===== config.mk =====
export PLATFORM = sky130hd
export DESIGN_NAME = tile_power_governor
export DESIGN_NICKNAME = d
export VERILOG_FILES = /design/src/rtl/tpg_pkg.sv /design/src/rtl/load_filter.sv /design/src/rtl/rail_selector.sv /design/src/rtl/rail_sequencer.sv /design/src/rtl/tile_power_governor.sv
export SDC_FILE = /design/constraint.sdc
export NUM_CORES = 1
export LEC_CHECK = 0
export ABC_AREA = 0
export BUFFER_PORTS_ARGS = -buffer_cell sky130_fd_sc_hd__buf_2
export CAP_MARGIN = 30
export CORE_MARGIN = 2
export CORE_UTILIZATION = 25
export CTS_BUF_LIST = sky130_fd_sc_hd__clkbuf_16
export DETAILED_ROUTE_END_ITERATION = 6
export PLACE_DENSITY = 0.54
export SKIP_CTS_REPAIR_TIMING = 1
export SKIP_LAST_GASP = 1
export SYNTH_ARGS = -nofsm -noshare
export SYNTH_HDL_FRONTEND = slang
export SYNTH_SLANG_ARGS = --single-unit

===== constraint.sdc =====
create_clock -name clk -period 8.7 [get_ports clk]
set_input_delay 1.74 -clock clk [delete_from_list [all_inputs] [get_ports clk]]
set_output_delay 1.74 -clock clk [all_outputs]
set_load 0.03 [all_outputs]

===== src/rtl/tpg_pkg.sv =====
// Shared definitions for the tile power governor.
// Assumes rail codes are 2 bits wide; code 3 is folded onto the high rail.
package tpg_pkg;
    localparam logic [1:0] RAIL_OFF  = 2'd0;
    localparam logic [1:0] RAIL_LOW  = 2'd1;
    localparam logic [1:0] RAIL_HIGH = 2'd2;

    typedef enum logic [2:0] {
        SQ_IDLE,
        SQ_RAMP_ON,
        SQ_RAMP_OFF,
        SQ_SETTLE,
        SQ_DONE
    } seq_state_e;

    // Map a raw rail code to a legal rail.
    function automatic logic [1:0] norm_rail(input logic [1:0] r);
        return (r == 2'd3) ? RAIL_HIGH : r;
    endfunction
endpackage


===== src/rtl/load_filter.sv =====
// Window-based load sampler with a first-order IIR smoother.
// Each window of WIN cycles yields x = level + WIN - stalls and then
// y <= y + ((x - y) >>> k). Assumes WIN >= 2 and that WIN is a power of two
// or smaller than 2**$clog2(WIN).
module load_filter #(
    parameter int OCC_W = 6,
    parameter int WIN   = 16,
    parameter int K_W   = 3,
    parameter int M_W   = 7
) (
    input  logic             clk,
    input  logic             rst_n,
    input  logic [OCC_W-1:0] fifo_level,
    input  logic             stall,
    input  logic [K_W-1:0]   k_shift,
    output logic [M_W-1:0]   y,
    output logic             y_valid
);
    localparam int WIN_W = $clog2(WIN + 1);
    localparam int CNT_W = $clog2(WIN);
    localparam int MAX_X = (2 ** OCC_W - 1) + WIN;

    logic [CNT_W-1:0]      wcnt;
    logic [WIN_W-1:0]      scnt;
    logic [WIN_W-1:0]      stall_total;
    logic [M_W-1:0]        x;
    logic signed [M_W+1:0] diff;
    logic signed [M_W+1:0] step;
    logic signed [M_W+1:0] ysum;
    logic                  win_end;

    // Sample and filter-step arithmetic.
    always_comb begin
        win_end     = (wcnt == CNT_W'(WIN - 1));
        stall_total = scnt + {{(WIN_W-1){1'b0}}, stall};
        x           = M_W'(fifo_level) + M_W'(WIN) - M_W'(stall_total);
        diff        = $signed({2'b00, x}) - $signed({2'b00, y});
        step        = diff >>> k_shift;
        ysum        = $signed({2'b00, y}) + step;
    end

    // Window counter, stall counter and filter state.
    always_ff @(posedge clk) begin
        if (!rst_n) begin
            wcnt    <= '0;
            scnt    <= '0;
            y       <= '0;
            y_valid <= 1'b0;
        end else begin
            y_valid <= win_end;
            if (win_end) begin
                wcnt <= '0;
                scnt <= '0;
                y    <= ysum[M_W-1:0];
            end else begin
                wcnt <= wcnt + 1'b1;
                scnt <= stall_total;
            end
        end
    end

    AST_Y_RANGE: assert property (@(posedge clk) disable iff (!rst_n)
        int'(y) <= MAX_X);
endmodule


===== src/rtl/rail_selector.sv =====
// Chooses the target rail and frequency from three prioritised sources.
// The hardware loop applies hysteresis to the filtered load. A disconnect
// request is honoured only while the input FIFO is empty.
module rail_selector
    import tpg_pkg::*;
#(
    parameter int FREQ_W      = 6,
    parameter int M_W         = 7,
    parameter int HW_LOW_FREQ = 20
) (
    input  logic              clk,
    input  logic              rst_n,
    input  logic              sw_en,
    input  logic [1:0]        sw_rail,
    input  logic [FREQ_W-1:0] sw_freq,
    input  logic              st_en,
    input  logic [1:0]        st_rail,
    input  logic [FREQ_W-1:0] st_freq,
    input  logic              fifo_empty,
    input  logic [M_W-1:0]    y,
    input  logic              y_valid,
    input  logic [M_W-1:0]    thr_high,
    input  logic [M_W-1:0]    thr_low,
    input  logic [1:0]        cur_rail,
    output logic [1:0]        tgt_rail,
    output logic [FREQ_W-1:0] tgt_freq
);
    logic [1:0]        hw_rail;
    logic [1:0]        req_rail;
    logic [FREQ_W-1:0] hw_freq;

    // Hysteresis decision, refreshed once per window.
    always_ff @(posedge clk) begin
        if (!rst_n) begin
            hw_rail <= RAIL_HIGH;
        end else if (y_valid) begin
            if (y > thr_high)     hw_rail <= RAIL_HIGH;
            else if (y < thr_low) hw_rail <= RAIL_LOW;
        end
    end

    // Source priority and disconnect gating.
    always_comb begin
        hw_freq = (hw_rail == RAIL_HIGH) ? {FREQ_W{1'b1}} : FREQ_W'(HW_LOW_FREQ);
        if (sw_en) begin
            req_rail = norm_rail(sw_rail);
            tgt_freq = sw_freq;
        end else if (st_en) begin
            req_rail = norm_rail(st_rail);
            tgt_freq = st_freq;
        end else begin
            req_rail = hw_rail;
            tgt_freq = hw_freq;
        end
        tgt_rail = (req_rail == RAIL_OFF && !fifo_empty) ? cur_rail : req_rail;
    end

    AST_OFF_NEEDS_EMPTY: assert property (@(posedge clk) disable iff (!rst_n)
        (tgt_rail == RAIL_OFF && cur_rail != RAIL_OFF) |-> fifo_empty);
    AST_HW_NEVER_OFF: assert property (@(posedge clk) disable iff (!rst_n)
        hw_rail != RAIL_OFF);
endmodule


===== src/rtl/rail_sequencer.sv =====
// Performs make-before-break rail switching while the core clock is halted.
// New gates are enabled one per ramp period, old gates are dropped together,
// and SETTLE_CYC cycles pass before the done pulse. Assumes GATE_N >= 2 and
// SETTLE_CYC >= 1. A target that changes mid-switch waits for the next one.
module rail_sequencer
    import tpg_pkg::*;
#(
    parameter int GATE_N     = 4,
    parameter int SETTLE_CYC = 3,
    parameter int FREQ_W     = 6
) (
    input  logic              clk,
    input  logic              rst_n,
    input  logic [1:0]        tgt_rail,
    input  logic [FREQ_W-1:0] tgt_freq,
    input  logic [1:0]        ramp_sel,
    output logic [GATE_N-1:0] gate_high,
    output logic [GATE_N-1:0] gate_low,
    output logic              core_clk_en,
    output logic              switch_done,
    output logic [1:0]        rail_now,
    output logic [FREQ_W-1:0] freq_code
);
    localparam int IDX_W = $clog2(GATE_N);
    localparam int SET_W = $clog2(SETTLE_CYC + 1);

    seq_state_e        state;
    logic [1:0]        new_q;
    logic [FREQ_W-1:0] newf_q;
    logic [2:0]        per_q;
    logic [2:0]        period;
    logic [2:0]        stepc;
    logic [IDX_W-1:0]  idx;
    logic [SET_W-1:0]  setc;

    // Ramp period from the profile code.
    always_comb begin
        case (ramp_sel)
            2'd0:    period = 3'd1;
            2'd1:    period = 3'd2;
            default: period = 3'd4;
        endcase
        switch_done = (state == SQ_DONE);
        core_clk_en = (state == SQ_IDLE) && (rail_now != RAIL_OFF);
    end

    // Switch state machine and gate enables.
    always_ff @(posedge clk) begin
        if (!rst_n) begin
            state     <= SQ_IDLE;
            rail_now  <= RAIL_HIGH;
            new_q     <= RAIL_HIGH;
            newf_q    <= '1;
            freq_code <= '1;
            per_q     <= 3'd1;
            stepc     <= '0;
            idx       <= '0;
            setc      <= '0;
            gate_high <= '1;
            gate_low  <= '0;
        end else begin
            case (state)
                SQ_IDLE: begin
                    if (tgt_rail != rail_now) begin
                        new_q  <= tgt_rail;
                        newf_q <= tgt_freq;
                        per_q  <= period;
                        stepc  <= '0;
                        idx    <= '0;
                        state  <= SQ_RAMP_ON;
                    end else begin
                        freq_code <= tgt_freq;
                    end
                end
                SQ_RAMP_ON: begin
                    if (new_q == RAIL_OFF) begin
                        state <= SQ_RAMP_OFF;
                    end else if (stepc == per_q - 3'd1) begin
                        stepc <= '0;
                        if (new_q == RAIL_HIGH) gate_high[idx] <= 1'b1;
                        else                    gate_low[idx]  <= 1'b1;
                        idx <= idx + 1'b1;
                        if (idx == IDX_W'(GATE_N - 1)) state <= SQ_RAMP_OFF;
                    end else begin
                        stepc <= stepc + 3'd1;
                    end
                end
                SQ_RAMP_OFF: begin
                    if (new_q != RAIL_HIGH) gate_high <= '0;
                    if (new_q != RAIL_LOW)  gate_low  <= '0;
                    setc  <= '0;
                    state <= SQ_SETTLE;
                end
                SQ_SETTLE: begin
                    if (setc == SET_W'(SETTLE_CYC - 1)) state <= SQ_DONE;
                    else                                setc  <= setc + 1'b1;
                end
                SQ_DONE: begin
                    rail_now  <= new_q;
                    freq_code <= newf_q;
                    state     <= SQ_IDLE;
                end
                default: state <= SQ_IDLE;
            endcase
        end
    end

    AST_GATE_ONE_STEP_HI: assert property (@(posedge clk) disable iff (!rst_n)
        $countones(gate_high) <= $countones($past(gate_high)) + 1);
    AST_GATE_ONE_STEP_LO: assert property (@(posedge clk) disable iff (!rst_n)
        $countones(gate_low) <= $countones($past(gate_low)) + 1);
    AST_BREAK_AFTER_MAKE_HI: assert property (@(posedge clk) disable iff (!rst_n)
        ($past(gate_high) != '0 && gate_high == '0 && new_q == RAIL_LOW) |-> (&gate_low));
    AST_BREAK_AFTER_MAKE_LO: assert property (@(posedge clk) disable iff (!rst_n)
        ($past(gate_low) != '0 && gate_low == '0 && new_q == RAIL_HIGH) |-> (&gate_high));
    AST_DONE_SINGLE: assert property (@(posedge clk) disable iff (!rst_n)
        switch_done |=> !switch_done);
endmodule


===== src/rtl/tile_power_governor.sv =====
// Per-tile voltage and frequency governor: load filter, source selector and
// rail-switch sequencer. Produces only digital gate and clock enables.
// Assumes fifo_level is synchronous to clk.
module tile_power_governor
    import tpg_pkg::*;
#(
    parameter int OCC_W       = 6,
    parameter int WIN         = 16,
    parameter int FREQ_W      = 6,
    parameter int GATE_N      = 4,
    parameter int SETTLE_CYC  = 3,
    parameter int K_W         = 3,
    parameter int HW_LOW_FREQ = 20,
    localparam int M_W = ((OCC_W > $clog2(WIN + 1)) ? OCC_W : $clog2(WIN + 1)) + 1
) (
    input  logic              clk,
    input  logic              rst_n,
    input  logic [OCC_W-1:0]  fifo_level,
    input  logic              stall,
    input  logic              sw_en,
    input  logic [1:0]        sw_rail,
    input  logic [FREQ_W-1:0] sw_freq,
    input  logic              st_en,
    input  logic [1:0]        st_rail,
    input  logic [FREQ_W-1:0] st_freq,
    input  logic [K_W-1:0]    filt_shift,
    input  logic [M_W-1:0]    thr_high,
    input  logic [M_W-1:0]    thr_low,
    input  logic [1:0]        ramp_sel,
    output logic [FREQ_W-1:0] freq_code,
    output logic              core_clk_en,
    output logic [GATE_N-1:0] gate_high,
    output logic [GATE_N-1:0] gate_low,
    output logic              switch_done,
    output logic [1:0]        rail_now
);
    logic [M_W-1:0]    y;
    logic              y_valid;
    logic [1:0]        tgt_rail;
    logic [FREQ_W-1:0] tgt_freq;

    load_filter #(.OCC_W(OCC_W), .WIN(WIN), .K_W(K_W), .M_W(M_W)) u_filt (
        .clk(clk), .rst_n(rst_n), .fifo_level(fifo_level), .stall(stall),
        .k_shift(filt_shift), .y(y), .y_valid(y_valid)
    );

    rail_selector #(.FREQ_W(FREQ_W), .M_W(M_W), .HW_LOW_FREQ(HW_LOW_FREQ)) u_sel (
        .clk(clk), .rst_n(rst_n), .sw_en(sw_en), .sw_rail(sw_rail), .sw_freq(sw_freq),
        .st_en(st_en), .st_rail(st_rail), .st_freq(st_freq),
        .fifo_empty(fifo_level == '0), .y(y), .y_valid(y_valid),
        .thr_high(thr_high), .thr_low(thr_low), .cur_rail(rail_now),
        .tgt_rail(tgt_rail), .tgt_freq(tgt_freq)
    );

    rail_sequencer #(.GATE_N(GATE_N), .SETTLE_CYC(SETTLE_CYC), .FREQ_W(FREQ_W)) u_seq (
        .clk(clk), .rst_n(rst_n), .tgt_rail(tgt_rail), .tgt_freq(tgt_freq),
        .ramp_sel(ramp_sel), .gate_high(gate_high), .gate_low(gate_low),
        .core_clk_en(core_clk_en), .switch_done(switch_done),
        .rail_now(rail_now), .freq_code(freq_code)
    );

    AST_HALT_ON_OVERLAP: assert property (@(posedge clk) disable iff (!rst_n)
        (gate_high != '0 && gate_low != '0) |-> !core_clk_en);
    AST_REST_ONE_RAIL: assert property (@(posedge clk) disable iff (!rst_n)
        core_clk_en |-> ((&gate_high && gate_low == '0) || (&gate_low && gate_high == '0)));
endmodule


==> report_table.html, run 1 <==
<table>
<tr><th>Metric</th><th>Value</th></tr>
<tr><th colspan="2">Synth</th></tr>
<tr><td>Count of warnings emitted by yosys</td><td>0</td></tr>
<tr><td>Post-Synthesis Cell Area</td><td>3998 µm²</td></tr>
<tr><td>Synthesized net count</td><td>603</td></tr>
<tr><td>Number of enable-type register cells in the synthesized netlist</td><td>0</td></tr>
<tr><td>Average cell area after synthesis</td><td>7.869 µm²</td></tr>
<tr><td>Flops &amp; latches, synth</td><td>56</td></tr>
<tr><td>FFs w/ async S/R, synth</td><td>0</td></tr>
<tr><td>Mapped Cells</td><td>508</td></tr>
<tr><td>Distinct cells, synth</td><td>57</td></tr>
<tr><td>Sequential area share after synthesis</td><td>0.2804</td></tr>
<tr><td>Dominant synthesized flop cell</td><td>sky130_fd_sc_hd__dfxtp_1</td></tr>
<tr><th colspan="2">Power</th></tr>
<tr><td>Leak pwr</td><td>0.002122 µW</td></tr>
<tr><td>Maximum resistive drop on vdd</td><td>0.00007982 V</td></tr>
<tr><td>Power per cell area</td><td>163.9 nW/µm²</td></tr>
<tr><th colspan="2">Global routing</th></tr>
<tr><td>GR Util met3</td><td>0.02647</td></tr>
<tr><td>Met1 track demand over resource</td><td>0.1504</td></tr>
<tr><td>Wire length of the first global-routing pass</td><td>15.77 mm</td></tr>
<tr><td>Global-route usage over all layers</td><td>0.1134</td></tr>
<tr><td>GR Overflow Total</td><td>0</td></tr>
<tr><td>Vias in the first global route</td><td>3448</td></tr>
<tr><td>Antenna violations before repair</td><td>0</td></tr>
<tr><td>Largest net degree at the start of global routing</td><td>53</td></tr>
<tr><td>GR peak layer</td><td>met2</td></tr>
<tr><td>Global Route met2 Usage</td><td>0.1882</td></tr>
<tr><th colspan="2">Detailed routing</th></tr>
<tr><td>Remaining design rule violation count</td><td>0</td></tr>
<tr><td>Vias/cell</td><td>4.596</td></tr>
<tr><td>Post-route antenna net violation count</td><td>0</td></tr>
<tr><td>Vias</td><td>3557</td></tr>
<tr><td>Wire length per cell after detailed routing</td><td>12.21 µm</td></tr>
<tr><td>Number of iterations in the first detailed-routing pass</td><td>4</td></tr>
<tr><td>Total wire length</td><td>9.451 mm</td></tr>
<tr><td>Initial DRC Count</td><td>212</td></tr>
<tr><th colspan="2">Status</th></tr>
<tr><td>Outcome</td><td>finished, final reports clean</td></tr>
<tr><th colspan="2">Worst setup path</th></tr>
<tr><td>Worst reg-to-reg path cell count</td><td>26</td></tr>
<tr><td>Worst-case register-to-register setup slack</td><td>3.43 ns</td></tr>
<tr><td>Category of the critical setup timing path</td><td>in2reg</td></tr>
<tr><td>Worst Setup End Kind</td><td>flip-flop</td></tr>
<tr><td>Highest net fanout along the worst path</td><td>6</td></tr>
<tr><td>Worst Setup Start Kind</td><td>primary input</td></tr>
<tr><td>Required time reported for the critical path endpoint</td><td>8.92 ns</td></tr>
<tr><td>Endpoint of the most critical register-to-register path</td><td>u_filt.y[6]</td></tr>
<tr><td>Data arrival time at the worst-slack endpoint</td><td>6.74 ns</td></tr>
<tr><td>Crit Reg-Reg Startpoint</td><td>u_filt.scnt[0]</td></tr>
<tr><th colspan="2">Floorplan</th></tr>
<tr><td>Die ar.</td><td>17020 µm²</td></tr>
<tr><td>Die Wd</td><td>130.5 µm</td></tr>
<tr><td>Vertical die dimension</td><td>130.5 µm</td></tr>
<tr><td>Row cnt</td><td>46</td></tr>
<tr><td>Starting density of the core</td><td>0.2535</td></tr>
<tr><td>Placeable core region</td><td>15770 µm²</td></tr>
<tr><td>Top-level port count</td><td>64</td></tr>
<tr><th colspan="2">Cells and area</th></tr>
<tr><td>Commonest cells after routing, fill and taps aside</td><td>sky130_fd_sc_hd__buf_2, sky130_fd_sc_hd__nand2_1, sky130_fd_sc_hd__dfxtp_1, sky130_fd_sc_hd__ha_1</td></tr>
<tr><td>Layout overhead on the synthesized area</td><td>16.43%</td></tr>
<tr><td>Filler cell count</td><td>1707</td></tr>
<tr><td>Antenna Diode Count</td><td>0</td></tr>
<tr><td>Proportion of layout cells with a drive suffix above 1</td><td>0.1470</td></tr>
<tr><td>Most common library cell in the layout ignoring fill and taps</td><td>sky130_fd_sc_hd__buf_2</td></tr>
<tr><td>Fraction of the core area covered by cells at the end of the flow</td><td>0.2951</td></tr>
<tr><td>Final-stage net count</td><td>652</td></tr>
<tr><th colspan="2">Place</th></tr>
<tr><td>Gp weighted congestion</td><td>0.8662</td></tr>
<tr><td>HPWL after DPL</td><td>7.590 mm</td></tr>
<tr><td>Worst slack at placement</td><td>1.869 ns</td></tr>
<tr><td>Number of port buffers</td><td>63</td></tr>
<tr><th colspan="2">Clock network</th></tr>
<tr><td>Clock Tree Root</td><td>sky130_fd_sc_hd__clkbuf_16</td></tr>
<tr><td>Sink Count</td><td>56</td></tr>
<tr><td>TritonCTS clock tree</td><td>built</td></tr>
<tr><td>CTS Buffer Depth</td><td>2</td></tr>
<tr><td>H-tree depth</td><td>2</td></tr>
<tr><td>Insertion delay to the later sink of the worst-skew pair</td><td>0.29 ns</td></tr>
<tr><td>Clock transition time at the flip-flop clock pins of the worst setup and hold paths</td><td>0.07 ns</td></tr>
<tr><td>Number of buffers created by CTS</td><td>5</td></tr>
<tr><th colspan="2">STA</th></tr>
<tr><td>Slew Limit Headroom</td><td>0.4275</td></tr>
<tr><td>Achievable Freq</td><td>0.1534 GHz</td></tr>
<tr><td>Final count of negative-setup-slack endpoints</td><td>0</td></tr>
<tr><td>Unrepaired setup endpoints after global routing</td><td>false</td></tr>
<tr><td>Smallest hold slack</td><td>0.4568 ns</td></tr>
<tr><td>Transition time of the tightest slew-check pin</td><td>0.8588 ns</td></tr>
<tr><td>Final Skew</td><td>0.005513 ns</td></tr>
<tr><td>Fin worst setup slack</td><td>2.180 ns</td></tr>
<tr><td>Final number of max-transition violations</td><td>0</td></tr>
<tr><td>Final critical delay including setup and external delays</td><td>6.520 ns</td></tr>
<tr><td>Final hold violations</td><td>0</td></tr>
<tr><td>Setup_tns</td><td>0 ns</td></tr>
<tr><td>Period utilisation layout</td><td>0.7495</td></tr>
<tr><th colspan="2">Worst hold path</th></tr>
<tr><td>Count of cells along the worst hold path</td><td>1</td></tr>
<tr><td>Endpoint of the worst hold path</td><td>u_filt.wcnt[0]</td></tr>
<tr><td>Hold path startpoint</td><td>u_filt.wcnt[0]</td></tr>
<tr><td>Worst min-delay path class</td><td>reg2reg</td></tr>
<tr><th colspan="2">Job</th></tr>
<tr><td>Max Cap Viol</td><td>0</td></tr>
</table>
[area by class of cell]
class                   instances  area, µm²  area share
clock buffers                   5      125.1     0.02688
clock inverters                 3      42.54    0.009140
inverters                      46      172.7     0.03710
multi-input cells             385       2608      0.5602
flip-flops and latches         56       1121      0.2409
well taps                     216      270.3     0.05806
repair buffers                 63      315.3     0.06774
[per-stage QoR]
stage	power [µW]	area [µm²]	instances
floorplan	482.9	3998	508
global placement	533.8	4487	766
detailed placement	539.3	4487	766
CTS	771.3	4654	774
global route	816.4	4654	774
finish	763.1	4654	774
[synth_stat cells (10+ instances only)]
cell / instances / share of area
sky130_fd_sc_hd__nor2b_1: 10 / 0.016
sky130_fd_sc_hd__o211ai_1: 10 / 0.019
sky130_fd_sc_hd__ha_1: 46 / 0.14
sky130_fd_sc_hd__nor2_1: 45 / 0.042
sky130_fd_sc_hd__xnor2_1: 13 / 0.028
sky130_fd_sc_hd__nand2b_1: 13 / 0.020
sky130_fd_sc_hd__inv_1: 44 / 0.041
sky130_fd_sc_hd__o21ai_0: 11 / 0.014
sky130_fd_sc_hd__dfxtp_1: 56 / 0.28
sky130_fd_sc_hd__a21oi_1: 45 / 0.056
sky130_fd_sc_hd__o21ai_1: 11 / 0.014
sky130_fd_sc_hd__nand2_1: 61 / 0.057
sky130_fd_sc_hd__mux2i_1: 13 / 0.033
sky130_fd_sc_hd__clkbuf_1: 17 / 0.016
sky130_fd_sc_hd__nand3_1: 17 / 0.021
[state kept, by name, summed over array words and instances (netlist names)]
| register | flops |
|---|---|
| u_filt.y | 7 |
| u_seq.freq_code | 6 |
| u_seq.newf_q | 6 |
| u_filt.scnt | 5 |
| u_filt.wcnt | 4 |
| u_seq.gate_high | 4 |
| u_seq.gate_low | 4 |
| u_seq.per_q | 3 |
| u_seq.state | 3 |
| u_seq.stepc | 3 |
| u_sel.hw_rail | 2 |
| u_seq.idx | 2 |
| u_seq.new_q | 2 |
| u_seq.rail_now | 2 |
| u_seq.setc | 2 |
| u_filt.y_valid | 1 |
[critical path, stage by stage]
cell and delay [ns]:
sky130_fd_sc_hd__buf_2 0.10, sky130_fd_sc_hd__ha_1 0.20, sky130_fd_sc_hd__ha_1 0.21, sky130_fd_sc_hd__xnor2_1 0.22, sky130_fd_sc_hd__ha_1 0.28, sky130_fd_sc_hd__ha_1 0.29
sky130_fd_sc_hd__a21o_1 0.15, sky130_fd_sc_hd__a21oi_1 0.24, sky130_fd_sc_hd__o21bai_1 0.10, sky130_fd_sc_hd__a21oi_1 0.17, sky130_fd_sc_hd__xnor2_1 0.09, sky130_fd_sc_hd__ha_1 0.37
sky130_fd_sc_hd__nand2b_1 0.12, sky130_fd_sc_hd__o311ai_2 0.47, sky130_fd_sc_hd__o21ai_1 0.10, sky130_fd_sc_hd__a21oi_1 0.15, sky130_fd_sc_hd__a21o_1 0.14, sky130_fd_sc_hd__ha_1 0.16
sky130_fd_sc_hd__inv_1 0.05, sky130_fd_sc_hd__fa_1 0.37, sky130_fd_sc_hd__nand2b_1 0.19, sky130_fd_sc_hd__a21oi_1 0.17, sky130_fd_sc_hd__o21ai_0 0.10, sky130_fd_sc_hd__nand2b_1 0.09
sky130_fd_sc_hd__nand3_1 0.08, sky130_fd_sc_hd__a21oi_1 0.18, sky130_fd_sc_hd__mux2i_1 0.19
[worst max-delay path by stage]
stage,start,to,slack [ns]
finish,stall,u_filt.y[6],2.18
global placement,stall,u_filt.y[6],2.05
global route,stall,u_filt.y[6],1.75
floorplan,stall,u_filt.y[6],2.41
CTS,stall,u_filt.y[6],2.18
detailed placement,stall,u_filt.y[6],1.87
[power by group]
group | internal (µW) | switching, µW | leakage [µW] | total, µW
clock | 136 | 92.3 | 0.0000856 | 228
combinational | 108 | 146 | 0.00158 | 254
sequential | 270 | 11.1 | 0.000456 | 281
[routing by layer]
layer  vias up  routed length, µm
li1       1848                  -
met1      1630               4542
met2        68               4398
met3        11                375
met4         0                134
met5         -                  0
[cell families (layout without fill, tap and decap cells)]
family,after synthesis,after routing,synth area share
buf+inv,67,117,0.06729
xor+xnor,19,19,0.04163
compound gates,125,125,0.1988
mux,17,17,0.04757
fa+ha+maj,49,49,0.1590
flops,56,56,0.2804
simple gates,175,175,0.2053
Note: power is estimated with default switching activity, not from simulation.
==> run 2, diff against run 1 <==
==> constraint.sdc (replaced) <==
create_clock -name clk -period 6.6 [get_ports clk]
set_input_delay 1.32 -clock clk [delete_from_list [all_inputs] [get_ports clk]]
set_output_delay 1.32 -clock clk [all_outputs]
set_load 0.03 [all_outputs]
==> run 2 against run 1 <==
Net effect:
- setup slack worse by 1.7 ns
- die area stayed put
- non-clock buffer count is 1 higher
- utilization hardly changed
- critical path type unchanged
- flip-flop and latch count stayed put
- critical endpoint unchanged
==> report_table.html, run 2 (same netlist as run 1, synthesis figures left out) <==
<table>
<tr><th>Metric</th><th>Value</th></tr>
<tr><th colspan="2">Status</th></tr>
<tr><td>Outcome</td><td>finished, final reports clean</td></tr>
<tr><th colspan="2">Clock network</th></tr>
<tr><td>Sink Count</td><td>56</td></tr>
<tr><td>TritonCTS clock tree</td><td>built</td></tr>
<tr><td>Number of buffers created by CTS</td><td>5</td></tr>
<tr><td>CTS Buffer Depth</td><td>2</td></tr>
<tr><td>Clock transition time at the flip-flop clock pins of the worst setup and hold paths</td><td>0.07 ns</td></tr>
<tr><td>Insertion delay to the later sink of the worst-skew pair</td><td>0.29 ns</td></tr>
<tr><td>Clock Tree Root</td><td>sky130_fd_sc_hd__clkbuf_16</td></tr>
<tr><td>H-tree depth</td><td>2</td></tr>
<tr><th colspan="2">Worst setup path</th></tr>
<tr><td>Category of the critical setup timing path</td><td>in2reg</td></tr>
<tr><td>Cell with the largest stage delay on the worst path</td><td>sky130_fd_sc_hd__fa_1</td></tr>
<tr><td>Worst Setup End Kind</td><td>flip-flop</td></tr>
<tr><td>Required time reported for the critical path endpoint</td><td>6.82 ns</td></tr>
<tr><td>Crit-path max cell delay</td><td>0.37 ns</td></tr>
<tr><td>Critical path destination</td><td>u_filt.y[6]</td></tr>
<tr><td>Worst Setup Start Kind</td><td>primary input</td></tr>
<tr><td>Origin of the worst setup path</td><td>stall</td></tr>
<tr><td>Endpoint of the most critical register-to-register path</td><td>u_filt.y[6]</td></tr>
<tr><td>Highest net fanout along the worst path</td><td>6</td></tr>
<tr><td>Data arrival time at the worst-slack endpoint</td><td>6.34 ns</td></tr>
<tr><td>Crit Reg-Reg Startpoint</td><td>u_filt.scnt[0]</td></tr>
<tr><td>Worst reg-to-reg path cell count</td><td>28</td></tr>
<tr><td>Worst-case register-to-register setup slack</td><td>1.31 ns</td></tr>
<tr><th colspan="2">STA</th></tr>
<tr><td>Achievable Freq</td><td>0.1636 GHz</td></tr>
<tr><td>Setup_tns</td><td>0 ns</td></tr>
<tr><td>Final Skew</td><td>0.007645 ns</td></tr>
<tr><td>Slew Limit Headroom</td><td>0.4224</td></tr>
<tr><td>Period utilisation layout</td><td>0.9264</td></tr>
<tr><td>Unrepaired setup endpoints after global routing</td><td>false</td></tr>
<tr><td>Transition time of the tightest slew-check pin</td><td>0.8664 ns</td></tr>
<tr><td>Final count of negative-setup-slack endpoints</td><td>0</td></tr>
<tr><td>Final number of max-transition violations</td><td>0</td></tr>
<tr><td>Final critical delay including setup and external delays</td><td>6.114 ns</td></tr>
<tr><td>Final hold violations</td><td>0</td></tr>
<tr><th colspan="2">Cells and area</th></tr>
<tr><td>Layout overhead on the synthesized area</td><td>16.62%</td></tr>
<tr><td>Antenna Diode Count</td><td>0</td></tr>
<tr><td>Commonest cells after routing, fill and taps aside</td><td>sky130_fd_sc_hd__buf_2, sky130_fd_sc_hd__nand2_1, sky130_fd_sc_hd__dfxtp_1, sky130_fd_sc_hd__ha_1</td></tr>
<tr><td>Biggest registers after layout</td><td>u_filt.y: 7 flops, u_seq.freq_code: 6 flops, u_seq.newf_q: 6 flops</td></tr>
<tr><td>Largest Register</td><td>u_filt.y</td></tr>
<tr><td>Proportion of layout cells with a drive suffix above 1</td><td>0.1485</td></tr>
<tr><td>Final Non-Filler Cells</td><td>775</td></tr>
<tr><td>Fraction of the core area covered by cells at the end of the flow</td><td>0.2956</td></tr>
<tr><td>Final-stage net count</td><td>653</td></tr>
<tr><td>Most common library cell in the layout ignoring fill and taps</td><td>sky130_fd_sc_hd__buf_2</td></tr>
<tr><td>Max reg flops</td><td>7</td></tr>
<tr><th colspan="2">Detailed routing</th></tr>
<tr><td>Initial DRC Count</td><td>167</td></tr>
<tr><td>Vias</td><td>3622</td></tr>
<tr><td>Vias/cell</td><td>4.674</td></tr>
<tr><td>Total wire length</td><td>9.650 mm</td></tr>
<tr><td>Remaining design rule violation count</td><td>0</td></tr>
<tr><td>Wire length per cell after detailed routing</td><td>12.45 µm</td></tr>
<tr><td>Number of iterations in the first detailed-routing pass</td><td>4</td></tr>
<tr><td>Post-route antenna net violation count</td><td>0</td></tr>
<tr><th colspan="2">Power</th></tr>
<tr><td>Net switching power</td><td>335.4 µW</td></tr>
<tr><td>Internal cell power</td><td>679.7 µW</td></tr>
<tr><td>Leak pwr</td><td>0.002127 µW</td></tr>
<tr><td>Power per cell area</td><td>217.7 nW/µm²</td></tr>
<tr><td>Switching part of the total power</td><td>0.3304</td></tr>
<tr><td>Sequential fraction of design power</td><td>0.365</td></tr>
<tr><td>Maximum resistive drop on vdd</td><td>0.00009806 V</td></tr>
<tr><td>Clock group share of total power</td><td>0.299</td></tr>
<tr><td>Portion of total power attributed to combinational logic</td><td>0.337</td></tr>
<tr><th colspan="2">Global routing</th></tr>
<tr><td>GR Overflow Total</td><td>0</td></tr>
<tr><td>Wire length of the first global-routing pass</td><td>16.01 mm</td></tr>
<tr><td>Global-route usage over all layers</td><td>0.1154</td></tr>
<tr><td>Antenna violations before repair</td><td>0</td></tr>
<tr><td>Vias in the first global route</td><td>3402</td></tr>
<tr><td>Largest net degree at the start of global routing</td><td>53</td></tr>
<tr><th colspan="2">Floorplan</th></tr>
<tr><td>Top-level port count</td><td>64</td></tr>
<tr><td>Row cnt</td><td>46</td></tr>
<tr><td>Vertical die dimension</td><td>130.5 µm</td></tr>
<tr><td>Die ar.</td><td>17020 µm²</td></tr>
<tr><td>Starting density of the core</td><td>0.2535</td></tr>
<tr><td>Placeable core region</td><td>15770 µm²</td></tr>
<tr><td>Die Wd</td><td>130.5 µm</td></tr>
<tr><th colspan="2">Job</th></tr>
<tr><td>Max Cap Viol</td><td>0</td></tr>
<tr><th colspan="2">Place</th></tr>
<tr><td>HPWL after DPL</td><td>7.714 mm</td></tr>
<tr><td>Post-Place Cells</td><td>767</td></tr>
<tr><td>Number of port buffers</td><td>63</td></tr>
<tr><td>Gp weighted congestion</td><td>0.8648</td></tr>
<tr><th colspan="2">Worst hold path</th></tr>
<tr><td>Count of cells along the worst hold path</td><td>2</td></tr>
<tr><td>Worst min-delay path class</td><td>reg2reg</td></tr>
</table>
-- run 2: worst min-delay path by stage --
stage                        start        endpoint
finish              u_seq.per_q[1]  u_seq.per_q[1]
global route        u_filt.wcnt[0]  u_filt.wcnt[0]
global placement    u_filt.wcnt[0]  u_filt.wcnt[0]
floorplan           u_filt.wcnt[0]  u_filt.wcnt[0]
CTS                 u_seq.per_q[1]  u_seq.per_q[1]
detailed placement  u_filt.wcnt[0]  u_filt.wcnt[0]
-- run 2: layout make-up --
type	instances	area, µm²
fillers	1719	11110
multi-input cells	385	2608
flip-flops and latches	56	1121
repair buffers	64	322.8
well taps	216	270.3
inverters	46	172.7
clock buffers	5	125.1
clock inverters	3	42.54
-- run 2: through the flow --
step	hold slack (ns)	setup WS (ns)	total power, µW	cell area [µm²]
final	0.4599	0.4859	1015	4662
after floorplan	0.4176	0.7315	636.5	3998
after CTS	0.4616	0.4717	1028	4662
after detailed placement	0.4461	0.1756	717.3	4494
after global placement	0.4316	0.3780	707.7	4494
after global routing	0.4764	0.07169	1090	4662
-- run 2: layer usage --
metal  track usage  up-vias  share of wire
met5             0        -              0
met4       0.01940        0         0.0085
met3       0.02932        8          0.048
met2        0.1922       67           0.47
met1        0.1541     1689           0.47
li1              -     1858              -
-- run 2: power by group through the flow --
stage | logic (µW) | registers, µW | clock network, µW
finish | 342 | 370 | 303
global route | 387 | 373 | 330
CTS | 342 | 370 | 316
detailed placement | 339 | 378 | 0
global placement | 331 | 377 | 0
floorplan | 255 | 381 | 0
-- run 2: worst max-delay path: cells and delay by family --
family	cells	cell delay [ns]
AOI/OAI and AO/OA	12	1.69
xor gates and xnor gates	2	0.37
adders and majority gates	7	1.83
buffers and inverters	2	0.15
muxes	1	0.21
and+or+nand+nor	5	0.75
